[config.mk]
export PLATFORM = sky130hd
export DESIGN_NAME = nor_toggle_poller
export DESIGN_NICKNAME = d
export VERILOG_FILES = /design/src/rtl/nor_poll_pkg.sv /design/src/rtl/nor_poll_timer.sv /design/src/rtl/nor_poll_judge.sv /design/src/rtl/nor_toggle_poller.sv
export SDC_FILE = /design/constraint.sdc
export NUM_CORES = 1
export LEC_CHECK = 0
export CORE_ASPECT_RATIO = 2
export CORE_UTILIZATION = 57
export DETAILED_ROUTE_END_ITERATION = 10
export DONT_BUFFER_PORTS = 1
export PLACE_DENSITY = 0.72
export SYNTH_ARGS = -nofsm -noshare
export SYNTH_HDL_FRONTEND = slang
export SYNTH_HIERARCHICAL = 1
export SYNTH_SLANG_ARGS = --single-unit
[constraint.sdc]
create_clock -name clk -period 2.45 [get_ports clk]
set_clock_uncertainty 0.1 [all_clocks]
set_input_delay 0.245 -clock clk [delete_from_list [all_inputs] [get_ports clk]]
set_output_delay 0.245 -clock clk [all_outputs]
set_load 0.005 [all_outputs]
[src/rtl/nor_poll_pkg.sv]
package nor_poll_pkg;

    typedef enum logic [1:0] {
        RES_NONE = 2'b00,
        RES_OK   = 2'b01,
        RES_ERR  = 2'b10,
        RES_TMO  = 2'b11
    } poll_res_e;

    typedef enum logic [1:0] {
        ST_IDLE,
        ST_CHECK,
        ST_FIRST,
        ST_SECOND
    } poll_st_e;

    typedef enum logic [1:0] {
        V_FINISH,
        V_AGAIN,
        V_CONFIRM,
        V_FAIL
    } verdict_e;

endpackage

[src/rtl/nor_poll_timer.sv]
module nor_poll_timer #(
    parameter int TW = 20
) (
    input  logic          clk,
    input  logic          rst_n,
    input  logic          clear_i,
    input  logic [TW-1:0] limit_i,
    output logic          expired_o
);
    localparam logic [TW-1:0] CNT_MAX = '1;
    localparam logic [TW-1:0] LIM_OFF = '1;

    logic [TW-1:0] count_d, count_q;

    always_comb begin
        count_d = count_q;
        if (clear_i) begin
            count_d = '0;
        end else if (count_q != CNT_MAX) begin
            count_d = count_q + 1'b1;
        end
    end

    always_ff @(posedge clk or negedge rst_n) begin
        if (!rst_n) begin
            count_q <= '0;
        end else begin
            count_q <= count_d;
        end
    end

    always_comb begin
        if (limit_i == '0) begin
            expired_o = 1'b1;
        end else if (limit_i == LIM_OFF) begin
            expired_o = 1'b0;
        end else begin
            expired_o = (count_q >= limit_i);
        end
    end

    // the elapsed count saturates instead of wrapping
    a_r8_count_saturates: assert property (@(posedge clk) disable iff (!rst_n)
        (!clear_i && count_q == CNT_MAX) |=> (count_q == CNT_MAX));

endmodule

[src/rtl/nor_poll_judge.sv]
module nor_poll_judge
    import nor_poll_pkg::*;
#(
    parameter int DW      = 16,
    parameter int TOG_BIT = 6,
    parameter int LIM_BIT = 5
) (
    input  logic [DW-1:0] first_word_i,
    input  logic [DW-1:0] second_word_i,
    input  logic          confirm_i,
    output verdict_e      verdict_o
);
    logic toggled;
    logic limit_hit;

    assign toggled   = first_word_i[TOG_BIT] ^ second_word_i[TOG_BIT];
    assign limit_hit = first_word_i[LIM_BIT];

    always_comb begin
        if (!toggled) begin
            verdict_o = V_FINISH;
        end else if (limit_hit) begin
            verdict_o = confirm_i ? V_FAIL : V_CONFIRM;
        end else begin
            verdict_o = V_AGAIN;
        end
    end

endmodule

[src/rtl/nor_toggle_poller.sv]
module nor_toggle_poller
    import nor_poll_pkg::*;
#(
    parameter int AW      = 24,
    parameter int DW      = 16,
    parameter int TW      = 20,
    parameter int TOG_BIT = 6,
    parameter int LIM_BIT = 5
) (
    input  logic          clk,
    input  logic          rst_n,
    input  logic          start_i,
    input  logic [AW-1:0] addr_i,
    input  logic [TW-1:0] timeout_i,
    output logic          rd_req_o,
    output logic [AW-1:0] rd_addr_o,
    input  logic          rd_valid_i,
    input  logic [DW-1:0] rd_data_i,
    output logic          busy_o,
    output logic          done_o,
    output logic [1:0]    result_o
);
    typedef struct packed {
        poll_st_e      st;
        logic [AW-1:0] addr;
        logic [TW-1:0] limit;
        logic [DW-1:0] first;
        logic          confirm;
        poll_res_e     res;
        logic          done;
    } poll_regs_t;

    poll_regs_t r_d, r_q;
    logic       timer_clear;
    logic       expired;
    verdict_e   verdict;

    nor_poll_timer #(.TW(TW)) u_timer (
        .clk      (clk),
        .rst_n    (rst_n),
        .clear_i  (timer_clear),
        .limit_i  (r_q.limit),
        .expired_o(expired)
    );

    nor_poll_judge #(.DW(DW), .TOG_BIT(TOG_BIT), .LIM_BIT(LIM_BIT)) u_judge (
        .first_word_i (r_q.first),
        .second_word_i(rd_data_i),
        .confirm_i    (r_q.confirm),
        .verdict_o    (verdict)
    );

    always_comb begin
        r_d         = r_q;
        r_d.done    = 1'b0;
        timer_clear = 1'b0;
        unique case (r_q.st)
            ST_IDLE: begin
                if (start_i) begin
                    r_d.st      = ST_CHECK;
                    r_d.addr    = addr_i;
                    r_d.limit   = timeout_i;
                    r_d.res     = RES_NONE;
                    r_d.confirm = 1'b0;
                    timer_clear = 1'b1;
                end
            end
            ST_CHECK: begin
                if (expired) begin
                    r_d.st   = ST_IDLE;
                    r_d.res  = RES_TMO;
                    r_d.done = 1'b1;
                end else begin
                    r_d.st = ST_FIRST;
                end
            end
            ST_FIRST: begin
                if (rd_valid_i) begin
                    r_d.first = rd_data_i;
                    r_d.st    = ST_SECOND;
                end
            end
            ST_SECOND: begin
                if (rd_valid_i) begin
                    unique case (verdict)
                        V_FINISH: begin
                            r_d.st   = ST_IDLE;
                            r_d.res  = RES_OK;
                            r_d.done = 1'b1;
                        end
                        V_FAIL: begin
                            r_d.st   = ST_IDLE;
                            r_d.res  = RES_ERR;
                            r_d.done = 1'b1;
                        end
                        V_CONFIRM: begin
                            r_d.st      = ST_CHECK;
                            r_d.confirm = 1'b1;
                        end
                        default: begin
                            r_d.st      = ST_CHECK;
                            r_d.confirm = 1'b0;
                        end
                    endcase
                end
            end
            default: r_d.st = ST_IDLE;
        endcase
    end

    always_ff @(posedge clk or negedge rst_n) begin
        if (!rst_n) begin
            r_q <= '{st: ST_IDLE, addr: '0, limit: '0, first: '0,
                     confirm: 1'b0, res: RES_NONE, done: 1'b0};
        end else begin
            r_q <= r_d;
        end
    end

    assign busy_o    = (r_q.st != ST_IDLE);
    assign rd_req_o  = (r_q.st == ST_FIRST) || (r_q.st == ST_SECOND);
    assign rd_addr_o = r_q.addr;
    assign done_o    = r_q.done;
    assign result_o  = r_q.res;

    // accepted start clears the result and makes the poller busy
    a_r2_start_clears: assert property (@(posedge clk) disable iff (!rst_n)
        (start_i && !busy_o) |=> (busy_o && result_o == RES_NONE && !done_o));

    // an unanswered request stays up on the same address
    a_r3_req_held: assert property (@(posedge clk) disable iff (!rst_n)
        (rd_req_o && !rd_valid_i) |=> (rd_req_o && $stable(rd_addr_o)));

    // equal toggle bit in a completed pair gives success next cycle
    a_r4_equal_is_success: assert property (@(posedge clk) disable iff (!rst_n)
        (r_q.st == ST_SECOND && rd_valid_i && rd_data_i[TOG_BIT] == r_q.first[TOG_BIT])
        |=> (done_o && result_o == RES_OK));

    // zero budget ends two cycles after start with a timeout
    a_r7_zero_timeout: assert property (@(posedge clk) disable iff (!rst_n)
        (start_i && !busy_o && timeout_i == '0) |=> ##1 (done_o && result_o == RES_TMO));

    // done is a single-cycle strobe
    a_r10_done_pulse: assert property (@(posedge clk) disable iff (!rst_n)
        done_o |=> !done_o);

    // result holds while idle without a start
    a_r10_result_hold: assert property (@(posedge clk) disable iff (!rst_n)
        (!busy_o && !start_i) |=> $stable(result_o));

    // valid strobes while idle change nothing
    a_r11_idle_valid: assert property (@(posedge clk) disable iff (!rst_n)
        (!busy_o && !start_i && rd_valid_i) |=> (!busy_o && !done_o));

endmodule

==> results.rst <==
.. list-table::
   :header-rows: 1

   * - Metric
     - Value
   * - Status
     - finished, final reports clean
   * - Reg2Reg Capture Point
     - done_o$_DFF_PN0_
   * - Post-synthesis average cell area
     - 11.0 sq um
   * - Die footprint
     - 7430 sq um
   * - Critical path data required time
     - 2.56 ns
   * - Number of vias per cell
     - 5.67
   * - Peak-usage layer in the global routing report
     - met2
   * - Min-delay worst type
     - in2reg
   * - Cell chosen for the clock root
     - sky130_fd_sc_hd__clkbuf_16
   * - Insertion delay to the later sink of the worst-skew pair
     - 0.33 ns
   * - LEAKAGE
     - 0.00210 uW
   * - Maximum vdd ir drop
     - 824 uV
   * - Cell area power density
     - 1070 nW/um^2
   * - Net Count, Synth
     - 453
   * - Number of clock buffers inserted by TritonCTS
     - 9
   * - Register-to-register path setup slack
     - 0.18 ns
   * - Setup slack of the critical path after layout
     - 0.182 ns
   * - Cell area after technology mapping
     - 4030 sq um
   * - Warning count from the yosys run
     - 6
   * - Depth of the worst register-to-register path
     - 7
   * - Critical path capture point type
     - flop
   * - H-tree levels
     - 3
   * - Initial DRT Pass Iterations
     - 5
   * - # nets final
     - 477
   * - Bufs on Longest Clock Path
     - 2
   * - Count of antenna diodes in the layout
     - 0
   * - Slew Limit Headroom
     - 0.627
   * - Overall routing resource usage
     - 0.244
   * - Number of instances resized during post-cts repair
     - 0
   * - Routability-driven placement congestion ratio
     - 0.797
   * - Worst Hold Slack
     - 0.0285 ns
   * - Buffers inserted during post-CTS setup optimization
     - 0
   * - Detailed-route via count
     - 2744
   * - Number of cells produced by synthesis
     - 365
   * - Global routing met3 resource utilization
     - 0.0832
   * - Count of nets left with antenna violations after detail routing
     - 0
   * - MaxCap Viol Count
     - 0
   * - Clock period minus final worst setup slack
     - 2.27 ns
   * - Number of placement rows
     - 43
   * - Vertical extent of the die
     - 121 microns
   * - Vias in the first global route
     - 2991
   * - Final worst path period share
     - 0.926
   * - Area growth, synth to finish
     - 16.7%
   * - Actual transition at the worst max-transition pin
     - 0.560 ns
   * - DPL Wire Length
     - 5.36 mm
   * - Hold violation count in the final report
     - 0
   * - Hold Path Cell Cnt
     - 2
   * - Max-slew violations
     - 0
   * - Global-route wire length before repair
     - 13.0 mm
   * - Maximum fanout encountered on the critical timing path
     - 5
   * - Starting density of the core
     - 0.585
   * - Grt met1 use
     - 0.229
   * - Total Routed Length
     - 7.96 mm
   * - Total Negative Setup Slacks
     - 0 ns
   * - Initial antenna violation count
     - 0
   * - Floorplan core area
     - 6890 sq um
   * - # IOs
     - 93
   * - Category of the worst setup path launch point
     - flop
   * - CTS tree
     - built
   * - Worst EP arrival
     - 2.38 ns
   * - Maximum achievable frequency
     - 441 MHz
   * - Number of sinks driven by the clock tree
     - 72
   * - Drc violations
     - 0
   * - Largest net degree at the start of global routing
     - 73
   * - Die width
     - 61.4 microns
   * - Met2 Resource Use GR
     - 0.431
   * - Setup slack after placement
     - 0.192 ns
   * - FF-to-FF Start
     - u_timer/count_q[17]$_DFFE_PN0P_
   * - Count of endpoints failing setup in the final report
     - 0
   * - Port-buffer cells
     - 0
   * - Final routed wire length divided by cell count
     - 16.4 microns
   * - Unrepaired setup endpoints after global routing
     - false
   * - Start point of the worst min-delay path
     - rd_valid_i
   * - Overall power of the completed layout
     - 5030 uW
   * - Critical setup path kind
     - reg2reg
   * - Share of final-layout standard cells stronger than drive strength 1
     - 0.193
   * - WHS Endpoint
     - result_o[1]$_DFFE_PN0P_
   * - Clock transition at the registers of the reported paths
     - 0.05 ns
   * - Number of design-rule violations left by the first detailed-router iteration
     - 113
   * - Overflow left after global routing
     - 0
## worst max-delay path, cell delays in order, from the launching register on
cell and delay, ns:
sky130_fd_sc_hd__dfrtp_1 0.43, sky130_fd_sc_hd__ha_1 0.31, sky130_fd_sc_hd__a21o_1 0.18, sky130_fd_sc_hd__a21o_1 0.17
sky130_fd_sc_hd__a2111oi_0 0.43, sky130_fd_sc_hd__o221ai_1 0.24, sky130_fd_sc_hd__nand3b_1 0.19, sky130_fd_sc_hd__o21ai_0 0.10
## layout by cell type, fill, tap and decap left out, types with 6 or more instances in the layout
cell type and n:
sky130_fd_sc_hd__nor4_1 6, sky130_fd_sc_hd__ha_1 24, sky130_fd_sc_hd__dfrtp_1 72, sky130_fd_sc_hd__xnor2_1 13
sky130_fd_sc_hd__nand3_1 16, sky130_fd_sc_hd__a21oi_1 17, sky130_fd_sc_hd__mux2_2 46, sky130_fd_sc_hd__clkbuf_16 9
sky130_fd_sc_hd__inv_1 28, sky130_fd_sc_hd__nor2_1 22, sky130_fd_sc_hd__dlygate4sd3_1 48, sky130_fd_sc_hd__nand2_1 13
sky130_fd_sc_hd__nand4_1 12
## power breakdown
group	total [uW]	leakage, uW	internal, uW	switching (uW)
registers	2190	0.000893	1680	518
logic	1460	0.00105	798	660
clock network	1380	0.000154	917	462
total	5030	0.00210	3390	1640
## final cells by class
class / count / area [sq um]
fillers: 504 / 2190
multi-input cells: 224 / 1810
flip-flops and latches: 72 / 1800
repair buffers: 54 / 558
clock buffers: 13 / 250
well taps: 90 / 113
inverters: 28 / 105
clock inverters: 3 / 65.1
## worst max path at each step
stage                                    start                to  slack [ns]
2_1_floorplan  u_timer/count_q[17]$_DFFE_PN0P_  done_o$_DFF_PN0_        0.47
3_3_place_gp   u_timer/count_q[17]$_DFFE_PN0P_  done_o$_DFF_PN0_        0.21
3_5_place_dp   u_timer/count_q[17]$_DFFE_PN0P_  done_o$_DFF_PN0_        0.19
4_1_cts                    r_q[37]$_DFFE_PN0P_  done_o$_DFF_PN0_        0.18
5_1_grt                    r_q[29]$_DFFE_PN0P_  done_o$_DFF_PN0_        0.07
6_report       u_timer/count_q[17]$_DFFE_PN0P_  done_o$_DFF_PN0_        0.18
## routing by layer
layer | part of all wire | up-vias
met5 | 0 | -
met4 | 0.036 | 0
met3 | 0.051 | 25
met2 | 0.56 | 80
met1 | 0.36 | 1335
li1 | - | 1304
## metrics by stage
step,cell area (sq um),std cells,util
final,4700,484,0.682
after global routing,4700,484,0.682
after CTS,4700,484,0.682
after detailed placement,3880,419,0.563
after global placement,3880,419,0.563
after floorplan,4030,365,-
## state kept, by name, indices dropped and copies added (netlist names), named ones only
register         count
rd_addr_o           24
r_q                 24
result_o             2
u_timer/count_q     20
done_o               1
## what timing repair did
item	CTS	global route
endpoints found under the setup margin	0	0
endpoints found under the hold margin	120	0
hold buffers	49	0
Power figures use the tool's default switching activity.
